[src/rtl/nrz_lvl_pkg.sv]
package nrz_lvl_pkg;
  // gain register layout
  localparam int GAIN_W   = 8;
  localparam int LVL_W    = 3;
  localparam int PE_BIT   = LVL_W;
  localparam int RSV_LSB  = LVL_W + 1;
  // step index arithmetic
  localparam int BOOST    = 2;
  localparam int TOP_CODE = (1 << LVL_W) - 2;
  localparam int MAX_IDX  = TOP_CODE + BOOST;
  localparam int IDX_W    = $clog2(MAX_IDX + 1);

  typedef struct packed {
    logic [IDX_W-1:0] idx;
    logic             neg;
  } lvl_word_t;

  function automatic logic [IDX_W-1:0] step_index(input logic [LVL_W-1:0] code,
                                                  input logic boost);
    logic [IDX_W-1:0] base;
    base = IDX_W'(code);
    return boost ? base + IDX_W'(BOOST) : base;
  endfunction
endpackage

[src/rtl/nrz_gain_reg.sv]
module nrz_gain_reg
  import nrz_lvl_pkg::*;
(
  input  logic              clk,
  input  logic              rst,
  input  logic              we,
  input  logic [GAIN_W-1:0] wdata,
  output logic [LVL_W-1:0]  level,
  output logic              pe_en
);
  localparam logic [LVL_W-1:0] UNUSED_CODE = '1;

  logic accept;
  assign accept = we && (wdata[GAIN_W-1:RSV_LSB] == '0);

  // deliberately no reset: the register keeps the host setting
  always_ff @(posedge clk) begin
    if (accept) begin
      pe_en <= wdata[PE_BIT];
      if (wdata[LVL_W-1:0] != UNUSED_CODE)
        level <= wdata[LVL_W-1:0];
    end
  end

  a_r5_reserved_reject: assert property (@(posedge clk) disable iff (rst)
    (we && (wdata[GAIN_W-1:RSV_LSB] != '0)) |=> ($stable(level) && $stable(pe_en)));

  a_r4_unused_code_holds: assert property (@(posedge clk) disable iff (rst)
    (we && (wdata[GAIN_W-1:RSV_LSB] == '0) && (wdata[LVL_W-1:0] == UNUSED_CODE))
      |=> $stable(level));

  a_r7_pe_sticky: assert property (@(posedge clk) disable iff (rst)
    !we |=> $stable(pe_en));
endmodule

[src/rtl/nrz_lookahead.sv]
module nrz_lookahead (
  input  logic clk,
  input  logic rst,
  input  logic bit_valid,
  input  logic bit_in,
  output logic cur_bit,
  output logic have_cur,
  output logic emit,
  output logic flip_next
);
  always_ff @(posedge clk) begin
    if (rst) begin
      cur_bit  <= 1'b0;
      have_cur <= 1'b0;
    end else if (bit_valid) begin
      cur_bit  <= bit_in;
      have_cur <= 1'b1;
    end
  end

  assign emit      = bit_valid && have_cur;
  assign flip_next = emit && (cur_bit != bit_in);

  a_r2_bit_tracks_input: assert property (@(posedge clk) disable iff (rst)
    bit_valid |=> (have_cur && (cur_bit == $past(bit_in))));
endmodule

[src/rtl/nrz_level_map.sv]
module nrz_level_map
  import nrz_lvl_pkg::*;
(
  input  logic             clk,
  input  logic             rst,
  input  logic             emit,
  input  logic             cur_bit,
  input  logic             flip_next,
  input  logic [LVL_W-1:0] level,
  input  logic             pe_en,
  output logic             out_valid,
  output logic [IDX_W-1:0] out_level,
  output logic             out_neg
);
  lvl_word_t nxt;

  always_comb begin
    nxt.idx = step_index(level, pe_en && flip_next);
    nxt.neg = !cur_bit;
  end

  always_ff @(posedge clk) begin
    if (rst) begin
      out_valid <= 1'b0;
      out_level <= '0;
      out_neg   <= 1'b0;
    end else begin
      out_valid <= emit;
      if (emit) begin
        out_level <= nxt.idx;
        out_neg   <= nxt.neg;
      end
    end
  end

  a_r6_ceiling: assert property (@(posedge clk) disable iff (rst)
    out_valid |-> (out_level <= IDX_W'(MAX_IDX)));

  a_r10_hold: assert property (@(posedge clk) disable iff (rst)
    !emit |=> ($stable(out_level) && $stable(out_neg)));

  a_r3_plain_level: assert property (@(posedge clk) disable iff (rst)
    (emit && !pe_en) |=> (out_level == IDX_W'($past(level))));
endmodule

[src/rtl/nrz_level_sel.sv]
module nrz_level_sel
  import nrz_lvl_pkg::*;
(
  input  logic              clk,
  input  logic              rst,
  input  logic              gain_we,
  input  logic [GAIN_W-1:0] gain_wdata,
  input  logic              bit_valid,
  input  logic              bit_in,
  output logic              out_valid,
  output logic [IDX_W-1:0]  out_level,
  output logic              out_neg
);
  logic [LVL_W-1:0] level;
  logic             pe_en;
  logic             cur_bit, have_cur, emit, flip_next;

  nrz_gain_reg u_gain (
    .clk(clk), .rst(rst), .we(gain_we), .wdata(gain_wdata),
    .level(level), .pe_en(pe_en)
  );

  nrz_lookahead u_look (
    .clk(clk), .rst(rst), .bit_valid(bit_valid), .bit_in(bit_in),
    .cur_bit(cur_bit), .have_cur(have_cur), .emit(emit), .flip_next(flip_next)
  );

  nrz_level_map u_map (
    .clk(clk), .rst(rst), .emit(emit), .cur_bit(cur_bit), .flip_next(flip_next),
    .level(level), .pe_en(pe_en),
    .out_valid(out_valid), .out_level(out_level), .out_neg(out_neg)
  );

  a_r1_first_bit_silent: assert property (@(posedge clk) disable iff (rst)
    (bit_valid && !have_cur) |=> !out_valid);

  a_r2_one_cycle_later: assert property (@(posedge clk) disable iff (rst)
    (bit_valid && have_cur) |=> out_valid);

  a_r2_no_spurious: assert property (@(posedge clk) disable iff (rst)
    !bit_valid |=> !out_valid);

  a_r8_polarity: assert property (@(posedge clk) disable iff (rst)
    (bit_valid && have_cur) |=> (out_neg == !$past(cur_bit)));
endmodule

[config.mk]
export PLATFORM = sky130hd
export DESIGN_NAME = nrz_level_sel
export DESIGN_NICKNAME = d
export VERILOG_FILES = /design/src/rtl/nrz_lvl_pkg.sv /design/src/rtl/nrz_gain_reg.sv /design/src/rtl/nrz_lookahead.sv /design/src/rtl/nrz_level_map.sv /design/src/rtl/nrz_level_sel.sv
export SDC_FILE = /design/constraint.sdc
export NUM_CORES = 1
export LEC_CHECK = 0
export BUFFER_PORTS_ARGS = -buffer_cell sky130_fd_sc_hd__buf_2
export CAP_MARGIN = 20
export CORE_AREA = 2 2 39 41
export CTS_BUF_LIST = sky130_fd_sc_hd__clkbuf_8
export CTS_CLUSTER_SIZE = 8
export DETAILED_ROUTE_END_ITERATION = 10
export DIE_AREA = 0 0 41 43
export PLACE_DENSITY_LB_ADDON = 0.08
export SYNTH_ARGS = -nofsm -noshare
export SYNTH_HDL_FRONTEND = slang
export SYNTH_SLANG_ARGS = --single-unit
[constraint.sdc]
create_clock -name clk -period 1.1 [get_ports clk]
set_input_delay 0 -clock clk [delete_from_list [all_inputs] [get_ports clk]]
set_output_delay 0 -clock clk [all_outputs]
set_load 0.01 [all_outputs]
---- Word-level counts from Yosys, hierarchy flattened ----
Index checks and enable logic that the tools add are counted.
operators by class
  equal/unequal tests ..................... 2
  reduce and logical (&&, ||, !) cells .... 7
  mux-type cells .......................... 1
  add/subtract/negate cells ............... 1
operators with widths
  cell                                         number
  adder 3 x 2 -> 4 bit, second input constant  1
  logical AND 1 bit                            4
  logical NOT 4 bit                            1
  2-to-1 mux 4 bit                             1
  != test 3 bit, second input constant         1
  AND reduction 2 bit                          1
  logical NOT 1 bit                            1
  != test 1 bit                                1
storage, ports and cells
  register bits ........................... 12
  bits of input ports ..................... 13
  output and inout port bits .............. 6

---- Logic depth before layout (Yosys ltp) ----
Gate-level depths: netlist of run 1.
  depth after elaboration ................. 4
  mapped depth ............................ 4

---- By module ----
A second synthesis of run 1 with hierarchy kept.
unflattened totals
  cell total of the unflattened synthesis .. 41
  area, all modules ....................... 480.5 um^2
by module, submodules not included
  module         cells an instance  sequential area each (um^2)  area each (um^2)  instances
  nrz_level_map  24                 120.1                        244.0             1
  nrz_gain_reg   8                  120.1                        151.4             1
  nrz_lookahead  9                  40.0                         85.1              1

---- Least setup slack after synthesis of run 1 ----
Ideal clock, no wire load.
  kind .................................... register -> register
  start ................................... register u_look.cur_bit
  end ..................................... register u_map.out_level[1]
  data arrival time ....................... 985 ps
  cell stages (with the launch flop) ...... 4
  required time ........................... 1012 ps
  setup slack ............................. 26 ps
  period minus slack after synthesis ...... 1074 ps
  cell sequence ........................... dfxtp_1 > xnor2_1 > or3_1 > a311oi_2
on the way
  cells in the longest elaborated chain, start to end .. 4
RTL lines
  what                      line                 RTL
  start: declaration        nrz_lookahead.sv:6   output logic cur_bit,
  start signal: assignment  nrz_lookahead.sv:16  cur_bit <= bit_in;
  != test 1 bit             nrz_lookahead.sv:22  assign flip_next = emit && (cur_bit != bit_in);
  logical AND 1 bit         nrz_lookahead.sv:22
  logical AND 1 bit         nrz_level_map.sv:18  nxt.idx = step_index(level, pe_en && flip_next);
  2-to-1 mux 4 bit          nrz_lvl_pkg.sv:22    return boost ? base + IDX_W'(BOOST) : base;
  end signal: assignment    nrz_level_map.sv:30  out_level <= nxt.idx;
  end: declaration          nrz_level_map.sv:12  output logic [IDX_W-1:0] out_level,
No other way between the ends.
A chain may end at the register's enable or synchronous reset.

---- Worst setup path in the final report of run 1 ----
Ends and elaborated chain as after synthesis.

==> results of run 1 <==
## cells by family after synthesis
group / after synthesis / share of synthesized area
AO/OA/AOI/OAI: 7 / 0.103
XOR/XNOR: 2 / 0.0368
AND/OR/NAND/NOR: 20 / 0.200
multiplexers: 1 / 0.0211
flip-flops: 12 / 0.589
adder cells (fa/ha/maj): 1 / 0.0263
buffers and inverters: 3 / 0.0237
## critical path, delay by kind of cell, from the launching register on
family          cells  cell delay [ns]
xor+xnor            1             0.14
flops               1             0.33
simple gates        1             0.33
compound gates      1             0.22
## state kept, by name, summed over array words and instances (netlist names)
name	flops
u_gain.pe_en	1
u_map.out_valid	1
u_gain.level	3
u_map.out_neg	1
u_look.cur_bit	1
u_map.out_level	4
u_look.have_cur	1
## power groups by stage
stage	Sequential, mW	Clock (mW)	Combinational (mW)
5_1_grt	0.487	0.446	0.111
4_1_cts	0.485	0.407	0.0986
3_3_place_gp	0.493	0	0.0875
3_5_place_dp	0.494	0	0.0871
2_1_floorplan	0.498	0	0.0420
6_report	0.485	0.400	0.0990
## through the flow
step | hold slack [ns] | cell area (µm²) | std cells | power, mW | setup WS [ns]
floorplan | 0.0989 | 475 | 46 | 0.540 | 0.0264
global placement | 0.178 | 586 | 79 | 0.581 | 0.0102
detailed placement | 0.182 | 586 | 79 | 0.581 | -0.0186
CTS | 0.0255 | 672 | 87 | 0.991 | -0.0000703
global route | 0.0346 | 677 | 87 | 1.04 | -0.0285
finish | 0.0278 | 677 | 87 | 0.984 | -0.00133
## repair_timing
| item | in CTS | in global routing |
|---|---|---|
| pin swaps | 1 | 2 |
| setup endpoints to repair | 1 | 2 |
| resized for setup | 1 | 1 |
| hold buffers | 4 | 0 |
| endpoints found under the hold margin | 4 | 0 |
## routing by layer
| layer | vias up | share of wire | track usage |
|---|---|---|---|
| met5 | - | 0 | 0 |
| met4 | 0 | 0.0057 | 0.0600 |
| met3 | 2 | 0.080 | 0.0628 |
| met2 | 17 | 0.47 | 0.188 |
| met1 | 176 | 0.44 | 0.140 |
| li1 | 209 | - | - |
## placed cells by master (no fill, tap or decap)
master         instances
inv_1                  2
nand2_1                5
mux2i_1                1
dlygate4sd3_1          4
nand4_1                1
nor4_1                 1
xor2_1                 1
nor2_1                 6
and2_1                 2
and3_1                 1
a21oi_1                3
dfxtp_1                7
a311oi_1               1
a311oi_2               1
nand3_1                2
ha_1                   1
o21ai_0                2
clkbuf_8               3
dfxtp_2                1
xnor2_1                1
buf_2                 18
edfxtp_1               4
or3_4                  1
buf_4                  1
nand2b_1               1
## area by class of cell
type                            count  area [µm²]
Clock buffer                        3        41.3
Clock inverter                      1        3.75
Fill cell                         136         707
Inverter                            1        3.75
Multi-Input combinational cell     31         189
Sequential cell                    12         282
Tap cell                           16        20.0
Timing Repair Buffer               23         138
## worst paths after layout
path	from	end	slack [ns]	cells after the start
worst max-delay path	u_look.cur_bit	u_map.out_level[1]	-0.001	3
worst min-delay path	bit_valid	u_look.have_cur	0.03	3
worst max register to register	u_look.cur_bit	u_map.out_level[1]	-0.001	3
worst min register to register	u_map.out_neg	u_map.out_neg	0.45	2
==> results.md, run 1 <==
* Outcome: finished, violations left
* Failing checks: setup timing
* Crit Path Max Fanout at 4
* F_max at 908 MHz
* Top cells by count, synth: dfxtp_1 (8), nor2_1 (6), nand2_1 (5)
* Slew HR at 0.804
* Final Max Tran Viols at 0
* H-tree levels at 1
* Req. time, crit path at 1.25 ns
* Routed wire per std cell at 10.1 µm
* Netlist cell types at 21
* Worst setup SP type: register
* Core Util, Final at 0.489
* Initial core utilization at 0.344
* Critical Setup Path Class: reg2reg
* Comb pwr share at 0.101
* Worst Skew at 0.00727 ns
* DR vias at 404
* Worst setup margin at -0.00133 ns
* Drt via density at 4.64
* # IOs at 19
* 1st-iter DRT viols at 5
* Synth Flop Type: dfxtp_1
* Element type at the critical path end: register
* Max-Cap Viols at 0
* CTS max path bufs at 2
* Vias in the first global route at 363
* Final setup TNS at -0.00133 ns
* Die area at 0.00176 mm²
* Area grow syn2layout at 42.4%
* EDFF count, synth at 4
* Post-synthesis async set-or-reset flop share at 0
* Core Region at 0.00138 mm²
* Internal power at 0.774 mW
* Port buffer count at 18
* Final Hold Vio Count at 0
* DRT Pass-1 Iters at 3
* Post-CTS Setup Bufs at 0
* Number of core rows at 14
* Synth Instances at 46
* Syn nets at 60
* DRC at 0
* Worst-Margin Slew at 0.291 ns
* Maximum VDD drop at 0.000712 V
* RSZ-0062 raised after global routing: true
* Mean Syn Cell Area at 10.3 µm²
* Sinks on Clock Net at 12
* First-pass GRT wire length at 1400 µm
* Crit share post-route at 1.00
* CTS root buffer: clkbuf_8
* CTS tree: yes
* Post-route ant nets at 0
* Clk Latency, worst-skew pair at 0.24 ns
* Pleak at 0.298 nW
* CTS clk-pin slew, worst paths at 0.06 ns
* Total Routed Length at 875 µm
* Final antenna diode count at 0
* Final setup vio count at 1
* Min-delay worst type: in2reg
* Crit path DAT at 1.26 ns
* Sw frac at 0.214
* Final min period at 1.10 ns
* Pwr Density at 1450 mW/mm²
* Sequential area share after synthesis at 0.589
* Overall routing resource usage at 0.125
* Final global-route overflow total at 0
* Area contributors post-synth: dfxtp_1 (34%), edfxtp_1 (25%), nor2_1 (4.7%)
* Slowest cell on crit path: dfxtp_2
* Top-count cell post-synth: dfxtp_1
* CTS buffer count at 3
* Final-stage net count at 86
* DIE WIDTH at 41 µm
* Initial antenna violation count at 0
* Cell taking the most area after synthesis: dfxtp_1
* Clock power frac at 0.406
* Sequential share of power at 0.493
* Largest net degree at the start of global routing at 9
* Crit-path cells: xnor2_1, or3_4, a311oi_2
* Gpl congestion at 0.636
* Height of the die at 43 µm
* Final HPWL DP at 623 µm
* Sw Pwr at 0.210 mW
* Cell Area, Synth at 475 µm²
* CP max stage delay at 0.33 ns
* Share of cells above drive strength 1 at 0.352
* Seq cells post-synth at 12
* Yosys Warn Count at 0
* Area share of the largest cell type after synthesis at 0.337
Note: power is estimated with default switching activity, not from simulation.
==> run 2, diff against run 1 <==
--- a/config.mk
+++ b/config.mk
@@ -5,8 +5,8 @@
 export SDC_FILE = /design/constraint.sdc
 export NUM_CORES = 1
 export LEC_CHECK = 0
+export ABC_AREA = 1
 export BUFFER_PORTS_ARGS = -buffer_cell sky130_fd_sc_hd__buf_2
-export CAP_MARGIN = 20
 export CORE_AREA = 2 2 39 41
 export CTS_BUF_LIST = sky130_fd_sc_hd__clkbuf_8
 export CTS_CLUSTER_SIZE = 8
==> run 2 against run 1 <==
  * The run now ends clean
  * Fmax up 3.1%
  * Design area up 10%
  * Clock skew about the same
  * Hold slack better by 0.0064 ns
  * Total power up 1.6%
  * Clock power down 1%
  * Sequential power about the same
  * Sequential cell count unchanged
  * Global-route usage up 1.5 points
  * Largest cell class unchanged
  * Highest routed layer unchanged
==> results.md, run 2 <==
* Worst setup SP type: register
* Crit Path Max Fanout at 2
* Area grow syn2layout at 51.0%
* Synth Flop Type: dfxtp_1
* F_max at 937 MHz
* Crit path to: u_map.out_level[2]
* Cell Area, Synth at 493 µm²
* Initial antenna violation count at 0
* Cell taking the most area after synthesis: dfxtp_1
* DRT Pass-1 Iters at 4
* Syn nets at 70
* Area share of the largest cell type after synthesis at 0.325
* Mean Syn Cell Area at 8.80 µm²
* Element type at the critical path end: register
* Final min period at 1.07 ns
* Yosys Warn Count at 0
* CTS clk-pin slew, worst paths at 0.05 ns
* CTS root buffer: clkbuf_8
* Clk Latency, worst-skew pair at 0.24 ns
* R2r worst-path depth at 5
* # IOs at 19
* Setup crit start: u_gain.level[1]
* Crit path DAT at 1.20 ns
* Req. time, crit path at 1.23 ns
* Routed wire per std cell at 9.72 µm
* Pleak at 0.376 nW
* Seq cells post-synth at 12
* Top-count cell post-synth: nor2_1
* Total Routed Length at 991 µm
* Maximum VDD drop at 0.00104 V
* CTS max path bufs at 2
* Critical Setup Path Class: reg2reg
* Post-synthesis async set-or-reset flop share at 0
* Final antenna diode count at 0
* Hold slack at 0.0342 ns
* Worst Skew at 0.00756 ns
* Synth Instances at 56
* Largest register by flop count: u_map.out_level
* Final setup vio count at 0
* Core Region at 0.00138 mm²
* Drt via density at 4.47
* RSZ-0062 raised after global routing: true
* Leading registers by flop count: u_map.out_level x4, u_gain.level x3
* Height of the die at 43 µm
* Outcome: finished clean
* Post-route ant nets at 0
* Netlist cell types at 14
* Crit share post-route at 0.971
* Largest net degree at the start of global routing at 8
* H-tree levels at 1
* Most used cell, CP: nor2_1
* Final global-route overflow total at 0
* Port buffer count at 18
* Gpl congestion at 0.696
* Pwr Density at 1340 mW/mm²
* CTS buffer count at 3
* Delay-heaviest family, CP: flip-flops
* Sinks on Clock Net at 12
* Worst-Margin Slew at 0.243 ns
* Reg-to-Reg Start: u_gain.level[1]
* Die area at 0.00176 mm²
* R2R Setup Slk at 0.03 ns
* CP Buf/Inv Count at 0
* Slowest cell on crit path: edfxtp_1
* EDFF count, synth at 4
* Top cells by count, synth: nor2_1 (11), dfxtp_1 (8), inv_1 (8)
* Final setup TNS at 0 ns
* Max FFs per register at 4
* Share of cells above drive strength 1 at 0.337
* Number of core rows at 14
* Final Max Tran Viols at 0
* Crit-path cells: ha_1, nand3_2, nand2_1, nor2_1, nor2_1
* CP Depth at 5
* Max-Cap Viols at 0
* Final-stage net count at 101
* FILL cells at 131
* DIE WIDTH at 41 µm
* Sequential area share after synthesis at 0.569
* Commonest non-fill, non-tap cell in the layout: buf_2
* Min-delay worst type: in2reg
* CTS tree: yes
* CP max stage delay at 0.39 ns
* Vias in the first global route at 406
* 1st-iter DRT viols at 9
* DR vias at 456
* Area contributors post-synth: dfxtp_1 (32%), edfxtp_1 (24%), nor2_1 (8.4%)
* Overall routing resource usage at 0.140
* RR Endpoint: u_map.out_level[2]
* Final Hold Vio Count at 0
* First-pass GRT wire length at 1610 µm
* Most frequent cells in the layout: buf_2 (17), nor2_1 (11), inv_1 (9)
* Initial core utilization at 0.356
* DRC at 0
* Slew HR at 0.838
* Final HPWL DP at 682 µm
[run 2: cell type report]
cell class | count | area [µm²] | share of cell area
multi-input combinational | 36 | 194 | 0.261
clock inverter | 1 | 3.75 | 0.00504
tap | 16 | 20.0 | 0.0269
clock buffer | 3 | 41.3 | 0.0555
sequential | 12 | 282 | 0.378
inverter | 8 | 30.0 | 0.0403
timing repair buffer | 26 | 174 | 0.234
[run 2: where the power goes]
| group | total [mW] | leakage, nW | switching [mW] | internal (mW) |
|---|---|---|---|---|
| clock network | 0.396 | 0.0269 | 0.151 | 0.245 |
| registers | 0.488 | 0.102 | 0.00978 | 0.478 |
| logic | 0.116 | 0.247 | 0.0574 | 0.0591 |
[run 2: logic make-up after synthesis]
kind of cell | Yosys count | synth area share
and+or+nand+nor | 26 | 0.246
DFF | 12 | 0.569
AOI/OAI and AO/OA | 9 | 0.0990
buffers and inverters | 8 | 0.0609
adders and majority gates | 1 | 0.0254
[run 2: per-layer routing]
layer  vias up  track usage  part of all wire
li1        239            -                 -
met1       197        0.152              0.42
met2        18        0.213              0.49
met3         2       0.0628             0.069
met4         0       0.0800             0.012
met5         -            0                 0
[run 2: worst min-delay path by stage]
stage	slack [ns]	start	cells after the start	to
6_report	0.03	bit_in	3	u_look.cur_bit
5_1_grt	0.05	bit_in	3	u_look.cur_bit
4_1_cts	0.03	bit_in	3	u_look.cur_bit
3_5_place_dp	0.18	gain_wdata[3]	1	u_gain.pe_en
3_3_place_gp	0.18	gain_wdata[3]	1	u_gain.pe_en
2_1_floorplan	0.07	rst	1	u_map.out_level[3]
[run 2: timing repair]
| action | in CTS | in global routing |
|---|---|---|
| hold endpoints to repair | 8 | 0 |
| endpoints found under the setup margin | 1 | 6 |
| hold buffers | 6 | 0 |
| buffers inserted | 1 | 1 |
| pin swaps | 0 | 3 |
| gates resized for setup | 0 | 7 |
[run 2: stage by stage]
step	std cells	power, mW	worst slack (ns)	util	instance area [µm²]
finish	102	1.00	0.0322	0.538	744
global route	102	1.06	-0.0599	0.538	744
CTS	101	0.995	0.0179	0.517	716
detailed placement	90	0.587	0.0140	0.436	603
global placement	90	0.585	0.0461	0.436	603
floorplan	56	0.542	0.0736	-	493
[run 2: tightest hold or removal path: stages]
cell and delay (ns):
buf_2 0.10, inv_1 0.06, a21oi_1 0.06
